--- config.mk ---
export PLATFORM = sky130hd
export DESIGN_NAME = can_txd_guard
export DESIGN_NICKNAME = d
export VERILOG_FILES = /design/src/rtl/can_guard_pkg.sv /design/src/rtl/can_dom_timer.sv /design/src/rtl/can_fault_latch.sv /design/src/rtl/can_txd_guard.sv
export SDC_FILE = /design/constraint.sdc
export NUM_CORES = 1
export LEC_CHECK = 0
export BUFFER_PORTS_ARGS = -buffer_cell sky130_fd_sc_hd__buf_2
export CORE_UTILIZATION = 33
export DETAILED_ROUTE_END_ITERATION = 12
export GPL_TIMING_DRIVEN = 0
export PLACE_DENSITY = 0.56
export SLEW_MARGIN = 5
export SYNTH_ARGS = -nofsm -noshare
export SYNTH_HDL_FRONTEND = slang
export SYNTH_HIERARCHICAL = 1
export SYNTH_SLANG_ARGS = --single-unit
export TNS_END_PERCENT = 10
--- constraint.sdc ---
create_clock -name clk_i -period 2.5 [get_ports clk_i]
set_clock_uncertainty 0.15 [all_clocks]
set_input_delay 0.75 -clock clk_i [delete_from_list [all_inputs] [get_ports clk_i]]
set_output_delay 0.75 -clock clk_i [all_outputs]
set_load 0.02 [all_outputs]
--- src/rtl/can_guard_pkg.sv ---
package can_guard_pkg;
  localparam int FLT_DOM = 0;
  localparam int FLT_HOT = 1;
  localparam int FLT_UV  = 2;
  localparam int NUM_FLT = 3;
endpackage

--- src/rtl/can_dom_timer.sv ---
module can_dom_timer #(
  parameter int unsigned TIMEOUT_CYC = 50000
) (
  input  logic clk_i,
  input  logic rst_ni,
  input  logic txd_i,
  output logic expire_o
);
  localparam int unsigned CW = $clog2(TIMEOUT_CYC + 1);
  localparam logic [CW-1:0] LIMIT = CW'(TIMEOUT_CYC);
  localparam logic [CW-1:0] LAST  = CW'(TIMEOUT_CYC - 1);

  logic [CW-1:0] cnt_q;

  always_ff @(posedge clk_i or negedge rst_ni) begin
    if (!rst_ni)          cnt_q <= '0;
    else if (txd_i)       cnt_q <= '0;
    else if (cnt_q < LIMIT) cnt_q <= cnt_q + 1'b1;
  end

  // current low sample completes the window
  assign expire_o = !txd_i && (cnt_q >= LAST);

  AST_TMR_SAT: assert property (@(posedge clk_i) disable iff (!rst_ni)
    cnt_q <= LIMIT);
  AST_TMR_CLR: assert property (@(posedge clk_i) disable iff (!rst_ni)
    txd_i |=> (cnt_q == '0));
endmodule

--- src/rtl/can_fault_latch.sv ---
module can_fault_latch #(
  parameter int unsigned REL_DELAY = 0
) (
  input  logic clk_i,
  input  logic rst_ni,
  input  logic cause_i,
  input  logic txd_i,
  output logic flt_o
);
  logic flt_q;
  logic quiet_ok;

  generate
    if (REL_DELAY == 0) begin : g_nodly
      assign quiet_ok = 1'b1;
    end else begin : g_dly
      localparam int unsigned QW = $clog2(REL_DELAY + 1);
      localparam logic [QW-1:0] QLIM = QW'(REL_DELAY);
      logic [QW-1:0] quiet_q;

      always_ff @(posedge clk_i or negedge rst_ni) begin
        if (!rst_ni)            quiet_q <= '0;
        else if (cause_i)       quiet_q <= '0;
        else if (quiet_q < QLIM) quiet_q <= quiet_q + 1'b1;
      end

      assign quiet_ok = (quiet_q >= QLIM);

      AST_QUIET_BEFORE_REL: assert property (@(posedge clk_i) disable iff (!rst_ni)
        $fell(flt_q) |-> ($past(quiet_q) >= QLIM));
    end
  endgenerate

  always_ff @(posedge clk_i or negedge rst_ni) begin
    if (!rst_ni)                flt_q <= 1'b0;
    else if (cause_i)           flt_q <= 1'b1;
    else if (txd_i && quiet_ok) flt_q <= 1'b0;
  end

  assign flt_o = flt_q;

  AST_CAUSE_SETS: assert property (@(posedge clk_i) disable iff (!rst_ni)
    cause_i |=> flt_q);
  AST_REL_NEEDS_TXD_HIGH: assert property (@(posedge clk_i) disable iff (!rst_ni)
    $fell(flt_q) |-> ($past(txd_i) && !$past(cause_i)));
endmodule

--- src/rtl/can_txd_guard.sv ---
module can_txd_guard
  import can_guard_pkg::*;
#(
  parameter int unsigned TIMEOUT_CYC = 50000,
  parameter int unsigned RECOVER_CYC = 550
) (
  input  logic clk_i,
  input  logic rst_ni,
  input  logic txd_i,
  input  logic standby_i,
  input  logic thermal_i,
  input  logic undervolt_i,
  output logic drv_en_o,
  output logic drv_dom_o,
  output logic flt_dom_o,
  output logic flt_hot_o,
  output logic flt_uv_o
);
  logic               dom_expire;
  logic [NUM_FLT-1:0] cause_vec;
  logic [NUM_FLT-1:0] flt_vec;

  can_dom_timer #(.TIMEOUT_CYC(TIMEOUT_CYC)) u_timer (
    .clk_i    (clk_i),
    .rst_ni   (rst_ni),
    .txd_i    (txd_i),
    .expire_o (dom_expire)
  );

  always_comb begin
    cause_vec          = '0;
    cause_vec[FLT_DOM] = dom_expire;
    cause_vec[FLT_HOT] = thermal_i;
    cause_vec[FLT_UV]  = undervolt_i;
  end

  for (genvar g = 0; g < NUM_FLT; g++) begin : g_flt
    localparam int unsigned DLY = (g == FLT_UV) ? RECOVER_CYC : 0;
    can_fault_latch #(.REL_DELAY(DLY)) u_latch (
      .clk_i   (clk_i),
      .rst_ni  (rst_ni),
      .cause_i (cause_vec[g]),
      .txd_i   (txd_i),
      .flt_o   (flt_vec[g])
    );
  end

  assign drv_en_o  = !standby_i && !(|flt_vec);
  assign drv_dom_o = drv_en_o && !txd_i;
  assign flt_dom_o = flt_vec[FLT_DOM];
  assign flt_hot_o = flt_vec[FLT_HOT];
  assign flt_uv_o  = flt_vec[FLT_UV];

  AST_HOT_BLOCKS: assert property (@(posedge clk_i) disable iff (!rst_ni)
    thermal_i |=> !drv_dom_o);
  AST_UV_BLOCKS: assert property (@(posedge clk_i) disable iff (!rst_ni)
    undervolt_i |=> !drv_en_o);
  AST_EXPIRE_BLOCKS: assert property (@(posedge clk_i) disable iff (!rst_ni)
    dom_expire |=> !drv_dom_o);
endmodule

* After elaboration in Yosys (flattened, before gate mapping)
Index checks and enable logic that the tools add are counted.
** Cells by class
- Order comparisons :: 4
- Add/sub/neg operators :: 2
- Muxes and demuxes :: 9
- Reductions and logical operators :: 13
** Operators by type and width (number)
- $mux W16 :: 2
- $mux W10 :: 2
- $add A16 B1 Y16 const B :: 1
- $ge A16 B16 Y1 const B :: 1
- $lt A16 B16 Y1 const B :: 1
- $add A10 B1 Y10 const B :: 1
- $ge A10 B10 Y1 const B :: 1
- $lt A10 B10 Y1 const B :: 1
- $reduce_bool A2 Y1 :: 5
- $mux W1 :: 5
- $logic_and A1 B1 Y1 :: 4
- $logic_not A1 Y1 :: 3
- $reduce_or A3 Y1 :: 1
** Word-level totals
- Word-level logic and storage cells :: 33
- Register bits :: 29
- Output and inout port bits :: 5
- Input port bits :: 6

* Longest topological paths before layout
Gate-level depths: netlist of run 1.
- Depth after elaboration :: 4
- Mapped depth :: 7
- Depth with buffers taken out :: 6

* By module
Netlist of run 1, hierarchy kept.
** By module, submodules not included
- can_dom_timer :: sequential area each 400.4 um^2, instances 1, area each 854.6 um^2, cells an instance 95
- can_fault_latch (g_flt[2].u_latch) :: sequential area each 275.3 um^2, instances 1, area each 616.8 um^2, cells an instance 61
- can_fault_latch (g_flt[0].u_latch ...) :: sequential area each 25.0 um^2, instances 2, area each 36.3 um^2, cells an instance 3
- can_txd_guard :: sequential area each 0.0 um^2, instances 1, area each 18.8 um^2, cells an instance 2

* Worst setup path after synthesis of run 1
Ideal clock, no wire load.
- Path type :: in2out
- Start :: in standby_i
- End :: out drv_dom_o
- Path slack :: -0.050 ns
- Required time :: 1.600 ns
- Buffers on the path :: 0
- Data arrival time :: 1.650 ns
- Stages :: 2
- Path through :: nor4_2 > nor2b_1
** Between the ends
- Word-level cells in the longest chain between the ends :: 3
** RTL lines
- start: declaration :: RTL line can_txd_guard.sv:10 : input logic standby_i,
- $logic_not A1 Y1 :: RTL line can_txd_guard.sv:48 : assign drv_en_o = !standby_i && !(|flt_vec);
- $logic_and A1 B1 Y1 :: RTL line can_txd_guard.sv:48
- $logic_and A1 B1 Y1 :: RTL line can_txd_guard.sv:49 : assign drv_dom_o = drv_en_o && !txd_i;
- end: declaration :: RTL line can_txd_guard.sv:14 : output logic drv_dom_o,
Every way passes these cells.

* Worst setup path after layout of run 1
Ends and elaborated chain as after synthesis.

==> run_results.csv, run 1 <==
group,metric,value,unit
die,io-pin-count,11,
clock_tree,root_buffer,"clkbuf_8",
status,status,"finished clean",
setup_path,crit_path_max_incr_delay,0.24,ns
grt,grtUsageMet1,17.4,%
synth,yosys_register_bits,29,
setup_path,cp_common_cell,"buf_2",
clock_tree,insertion_delay,0.28,ns
setup_path,cp.depth,4,
clock_tree,hold_buffers,0,
clock_tree,clock_sinks,29,
pwr,power.density,544,mW/mm²
clock_tree,numCtsBuffers,5,
die,dieArea,0.00501,mm²
timing,tns,0,ns
setup_path,rrSetupSlack,0.49,ns
layout,drive_above_1_share,16.5,%
timing,rsz0062_at_grt,"no",
route,avgViaCountPerCell,5.54,
pwr,p_leak,0.736,nW
synth,syn-instance-count,164,
route,via_count,1297,
setup_path,worst-r2r-cell-count,7,
synth,synthArstFlopShare,100,%
setup_path,cp-start-kind,"input port",
die,start_util,35.2,%
route,drt_iter0_drc,109,
die,die_h,70.8,µm
layout,n_antenna_cell,0,
hold_path,hold_class,"in2async",
synth,synth_enable_flop_cells,0,
layout,nNetsFinal,190,
timing,tightest_slew,0.647,ns
setup_path,timing.rr.end,"g_flt[0].u_latch/flt_o",
run,cap_violations,0,
die,row_count,24,
clock_tree,tritoncts,"done",
die,core-area,0.00444,mm²
timing,min_period,2.32,ns
grt,antenna_found_initial,0,
synth,yosys.area.top_type_share,46.4,%
placed_design,port_buffers,10,
synth,synth_top_flop_cell,"dfrtp_1",
timing,hold_ws,0.341,ns
synth,synth_nets,173,
grt,busiest_layer,"met2",
route,remaining_drc_errors,0,
setup_path,path_cells,"buf_2 -> nor4_2 -> nor2b_2 -> buf_2",
grt,grtUsageTotal,14.7,%
grt,grt_pass1_wl,5800,µm
grt,grt_use_met3,5.27,%
route,wirelength,3300,µm
route,ant_nets,0,
synth,ys_types,41,
synth,synth_area_per_cell,9.53,µm²
setup_path,path_max_fanout,2,
route,first_pass_iters,6,
setup_path,worstSetupPathType,"in2out",
setup_path,slowest_stage,"nor4_2",
grt,use_met2,24.9,%
placed_design,dp_hpwl,2300,µm
grt,grt_pass1_vias,1303,
setup_path,end_kind,"output pin",
timing,setup_viol,0,
setup_path,cp.arrival,1.42,ns
timing,fin_crit_sh,92.9,%
setup_path,r2r_start,"u_timer/cnt_q[13]",
synth,synthTopCellsByArea,"dfrtp_1 46%, or3_1 5.2%, a21oi_1 5.1%",
synth,ys_seq_area_share,46.4,%
route,wl_per_cell,14.1,µm
setup_path,cp.required,1.60,ns
clock_tree,cts_setup_buffers,0,
layout,area_growth,14.0,%
timing,maxSlewViolCount,0,
setup_path,path_buf_inv,2,
synth,synth_top_cell_by_area,"dfrtp_1",
synth,yosys_warnings,6,
setup_path,crit_family,"simple AND/OR/NAND/NOR gates",
clock_tree,cts_buffer_depth,2,
die,die_x,70.8,µm
synth,yosys.cell_count.top_type,"dfrtp_1",
placed_design,routabilityCongestion,0.771,
grt,grt_overflow,0,
timing,relSlewSlack,56.8,%
grt,grt_start_max_net_pins,30,
timing,hold_viol,0,
clock_tree,htreeDepth,2,
clock_tree,cts.reportedPaths.clkPinSlew,0.06,ns
timing,fmax,0.430,GHz
clock_tree,cts_resized,0,
pwr,vdd_drop_max,0.292,mV
synth,ys_top_cells_by_count,"29 x dfrtp_1, 16 x a21oi_1, 13 x o21ai_0, 13 x or3_1, 11 x nor2_1",
synth,synth_area,0.00156,mm²
worst max path at each step:
stage	from	to
final	standby_i	drv_dom_o
after global routing	standby_i	drv_dom_o
after CTS	standby_i	drv_dom_o
after detailed placement	standby_i	drv_dom_o
after global placement	standby_i	drv_dom_o
after floorplan	standby_i	drv_dom_o
final cells by class:
cell class                 instances  area [µm²]
fill                             443        2660
multi-input combinational        122         787
sequential                        29         726
clock buffer                       7        96.3
tap                               52        65.1
timing repair buffer              10        50.0
buffer                             6        26.3
inverter                           7        26.3
clock inverter                     1        5.00
cells in the final DEF (no fill, tap or decap), types with 2 or more instances in the layout:
| master | n |
|---|---|
| and4_1 | 2 |
| and2_1 | 2 |
| mux2i_1 | 2 |
| and3_1 | 3 |
| nor4_2 | 2 |
| nand3_1 | 10 |
| nand2_1 | 8 |
| or3_1 | 13 |
| o31ai_1 | 2 |
| nand4_1 | 4 |
| a21oi_1 | 16 |
| inv_1 | 7 |
| ha_1 | 3 |
| nor4_1 | 2 |
| a21o_1 | 2 |
| xor2_1 | 6 |
| clkbuf_8 | 7 |
| dfrtp_1 | 29 |
| clkbuf_1 | 2 |
| o21ai_0 | 13 |
| nor2_1 | 11 |
| or4_1 | 2 |
| buf_2 | 12 |
| a31oi_1 | 3 |
through the flow:
step                util (%)  instances  power, mW  area, µm²  setup WS [ns]
finish                  40.1        234      0.968       1780          0.177
global route            40.1        234       1.01       1780          0.141
CTS                     40.1        234      0.984       1780          0.171
detailed placement      37.8        226      0.548       1680          0.168
global placement        37.8        226      0.545       1680          0.220
floorplan                  -        164      0.523       1570        0.00345
state kept, by name, indices dropped and copies added, names as in the netlist:
register	count
g_flt.u_latch/flt_o	3
g_flt.u_latch/g_dly.quiet_q	10
u_timer/cnt_q	16
worst register-to-register path, stage by stage (launching register included):
cell     delay [ns]
dfrtp_1        0.42
nor4_2         0.32
a31oi_1        0.18
buf_2          0.21
buf_2          0.20
a31oi_1        0.18
nor2_1         0.08
a21o_1         0.17
metal layers:
| metal | part of all wire, % | wire [µm] |
|---|---|---|
| met5 | 0 | 0 |
| met2 | 49 | 1630 |
| met3 | 4.0 | 133 |
| met4 | 0.85 | 28 |
| met1 | 46 | 1510 |
power breakdown:
| group | total, mW | internal [mW] | switching [mW] |
|---|---|---|---|
| Combinational | 0.0494 | 0.0169 | 0.0326 |
| Sequential | 0.489 | 0.479 | 0.0108 |
| Clock | 0.430 | 0.248 | 0.181 |
cells by family (layout without fill, tap and decap cells):
family,after synthesis,in the layout,synth area share (%)
AOI/OAI and AO/OA,45,45,18.6
xor gates and xnor gates,7,7,3.92
adders and majority gates,3,3,2.40
buffers and inverters,13,31,3.36
DFF,29,29,46.4
muxes,2,2,1.28
and+or+nand+nor,65,65,24.0
(Power assumes the default switching activity.)
==> inputs of run 2 (changes only) <==
--- a/config.mk
+++ b/config.mk
@@ -13,6 +13,5 @@
 export SLEW_MARGIN = 5
 export SYNTH_ARGS = -nofsm -noshare
 export SYNTH_HDL_FRONTEND = slang
-export SYNTH_HIERARCHICAL = 1
 export SYNTH_SLANG_ARGS = --single-unit
 export TNS_END_PERCENT = 10
==> run_results.csv, run 2 <==
group,metric,value,unit
route,wl_per_cell,14.1,µm
setup_path,path_max_fanout,9,
synth,synth_top_cell_by_area,"dfrtp_1",
synth,syn-instance-count,173,
hold_path,hold_class,"in2async",
route,remaining_drc_errors,0,
grt,grtUsageMet1,19.1,%
grt,use_met2,23.1,%
clock_tree,clock_sinks,29,
setup_path,r2r_start,"u_timer.cnt_q[4]",
setup_path,cp.required,1.60,ns
clock_tree,insertion_delay,0.28,ns
pwr,power.share.switching,25.1,%
pwr,fin_total_pwr,919,µW
timing,fin_crit_sh,92.6,%
setup_path,worstSetupPathType,"in2out",
grt,grt_pass1_wl,5820,µm
setup_path,path_cells,"clkbuf_2 -> inv_1 -> and2_1 -> buf_2",
synth,yosys.area_share.simple,26.4,%
synth,yosys.cell_count.top_type,"dfrtp_1",
clock_tree,htreeDepth,2,
pwr,p_int,688,µW
die,die_h,71.7,µm
synth,synth_top_flop_cell,"dfrtp_1",
die,io-pin-count,11,
pwr,p_switching,231,µW
synth,ys_types,38,
setup_path,timing.rr.end,"u_timer.cnt_q[6]",
clock_tree,cts.reportedPaths.clkPinSlew,0.07,ns
layout,largest_reg_flops,16,
layout,final_common_cell,"dfrtp_1",
route,drt_iter0_drc,99,
synth,synth_adder_area_share,2.34,%
route,ant_nets,0,
synth,synthArstFlopShare,100,%
die,row_count,25,
synth,synth_compound_area_share,19.7,%
synth,synth-xor-area-share,1.64,%
layout,nNetsFinal,198,
grt,busiest_layer,"met2",
pwr,combPwrFrac,5.3,%
synth,synth_enable_flop_cells,0,
run,cap_violations,0,
clock_tree,root_buffer,"clkbuf_8",
setup_path,end_kind,"output pin",
placed_design,dp_slack,-0.0814,ns
pwr,p_leak,0.719,nW
layout,design_area,0.00181,mm²
synth,synth_mux_area_share,1.33,%
timing,hold_ws,0.340,ns
die,start_util,34.2,%
timing,hold_viol,0,
grt,grtUsageTotal,14.7,%
clock_tree,cts_setup_buffers,0,
timing,setup_viol,0,
synth,ys_top_cells_by_count,"29 x dfrtp_1, 21 x a21oi_1, 13 x nand2_1",
placed_design,port_buffers,9,
pwr,vdd_drop_max,0.175,mV
grt,antenna_found_initial,0,
synth,synth_area,0.00161,mm²
placed_design,placed_cell_area,0.00172,mm²
setup_path,rrSetupSlack,0.48,ns
synth,yosys_warnings,0,
clock_tree,tritoncts,"done",
synth,synth_area_per_cell,9.28,µm²
layout,area_growth,12.6,%
die,die_x,71.7,µm
placed_design,dp_hpwl,2370,µm
timing,relSlewSlack,57.0,%
pwr,pwr-share-clk,41.2,%
route,wirelength,3440,µm
grt,grt_start_max_net_pins,30,
clock_tree,numCtsBuffers,5,
layout,n_antenna_cell,0,
grt,grt_overflow,0,
setup_path,cp-startpoint,"txd_i",
route,via_count,1369,
die,core-area,0.00469,mm²
placed_design,dpl.cell_count,236,
layout,top_register,"u_timer.cnt_q",
setup_path,cp-start-kind,"input port",
setup_path,slowest_stage,"clkbuf_2",
placed_design,routabilityCongestion,0.846,
layout,mostFrequentLayoutCells,"29 x dfrtp_1, 21 x a21oi_1, 13 x buf_2, 13 x nand2_1",
timing,fmax,0.432,GHz
setup_path,crit_path_max_incr_delay,0.21,ns
setup_path,cp.arrival,1.42,ns
setup_path,worstSetupEndpoint,"drv_dom_o",
timing,rsz0062_at_grt,"no",
timing,min_period,2.32,ns
synth,ys_seq_area_share,45.2,%
grt,grt_pass1_vias,1235,
clock_tree,cts_buffer_depth,2,
synth,yosys.area.top_type_share,45.2,%
setup_path,worst-r2r-cell-count,5,
route,first_pass_iters,4,
pwr,seqPwrFrac,53.5,%
layout,drive_above_1_share,16.3,%
status,status,"finished clean",
layout,instances_no_fill,244,
synth,yosys_register_bits,29,
timing,maxSlewViolCount,0,
synth,synth_nets,182,
timing,setup_slack,0.184,ns
grt,grt_use_met3,5.20,%
timing,tightest_slew,0.645,ns
pwr,power.density,508,mW/mm²
synth,synth_top_family_by_area,"simple AND/OR/NAND/NOR gates",
die,dieArea,0.00515,mm²
route,avgViaCountPerCell,5.61,
synth,synthTopCellsByArea,"dfrtp_1 45%, a21oi_1 6.5%, o31ai_1 4.7%",
[run 2: cell count changes in the layout (fill, tap and decap cells not counted), sizes merged, moves of 3 or more]
cell and delta:
a21oi +5, inv -3, nand2 +5, nor2 -4, o31ai +7, or3 -4
or4 +7, xor2 -4
[run 2: cells by family after synthesis]
kind of cell	Yosys count
AO/OA/AOI/OAI	52
XOR/XNOR	3
flip-flops	29
AND/OR/NAND/NOR	72
buffers and inverters	12
multiplexers	2
adder cells (fa/ha/maj)	3
[run 2: area by class of cell]
cell class,count,area (µm²)
timing repair buffer,9,45.0
clock buffer,6,72.6
fill,474,2880
sequential,29,726
buffer,8,40.0
inverter,4,15.0
clock inverter,2,10.0
multi-input combinational,132,832
tap,54,67.6
[run 2: worst min-delay path by stage]
stage | endpoint | slack (ns) | cells after the start
floorplan | g_flt[0].u_latch.flt_o | 0.30 | 0
global placement | g_flt[1].u_latch.flt_o | 0.35 | 1
detailed placement | g_flt[1].u_latch.flt_o | 0.36 | 1
CTS | u_timer.cnt_q[9] | 0.37 | 1
global route | u_timer.cnt_q[9] | 0.39 | 1
finish | g_flt[2].u_latch.g_dly.quiet_q[2] | 0.34 | 1
[run 2: per-layer routing]
layer / vias up / wire length (µm) / share of wire [%]
li1: 694 / - / -
met1: 652 / 1710 / 50
met2: 18 / 1570 / 46
met3: 5 / 107 / 3.1
met4: 0 / 44 / 1.3
met5: - / 0 / 0
[run 2: through the flow]
| step | util [%] | setup TNS [ns] |
|---|---|---|
| after floorplan | - | 0 |
| after global placement | 36.7 | -0.0195 |
| after detailed placement | 36.7 | -0.0814 |
| after CTS | 38.5 | 0 |
| after global routing | 38.5 | 0 |
| final | 38.5 | 0 |
[run 2: worst max-delay path: cells and delay by family]
family        cells  cell delay [ns]
buf+inv           3             0.51
simple gates      1             0.16
[run 2: what timing repair did]
item                                    4_1_cts  5_1_grt
gates resized for setup                       1        0
endpoints found under the hold margin         0        0
hold buffers                                  0        0
endpoints found under the setup margin        1        0
[run 2: power groups by stage]
stage / Combinational (mW) / Clock, mW / Sequential [mW]
floorplan: 0.0270 / 0 / 0.499
global placement: 0.0498 / 0 / 0.500
detailed placement: 0.0507 / 0 / 0.500
CTS: 0.0509 / 0.390 / 0.491
global route: 0.0577 / 0.413 / 0.494
finish: 0.0489 / 0.378 / 0.491
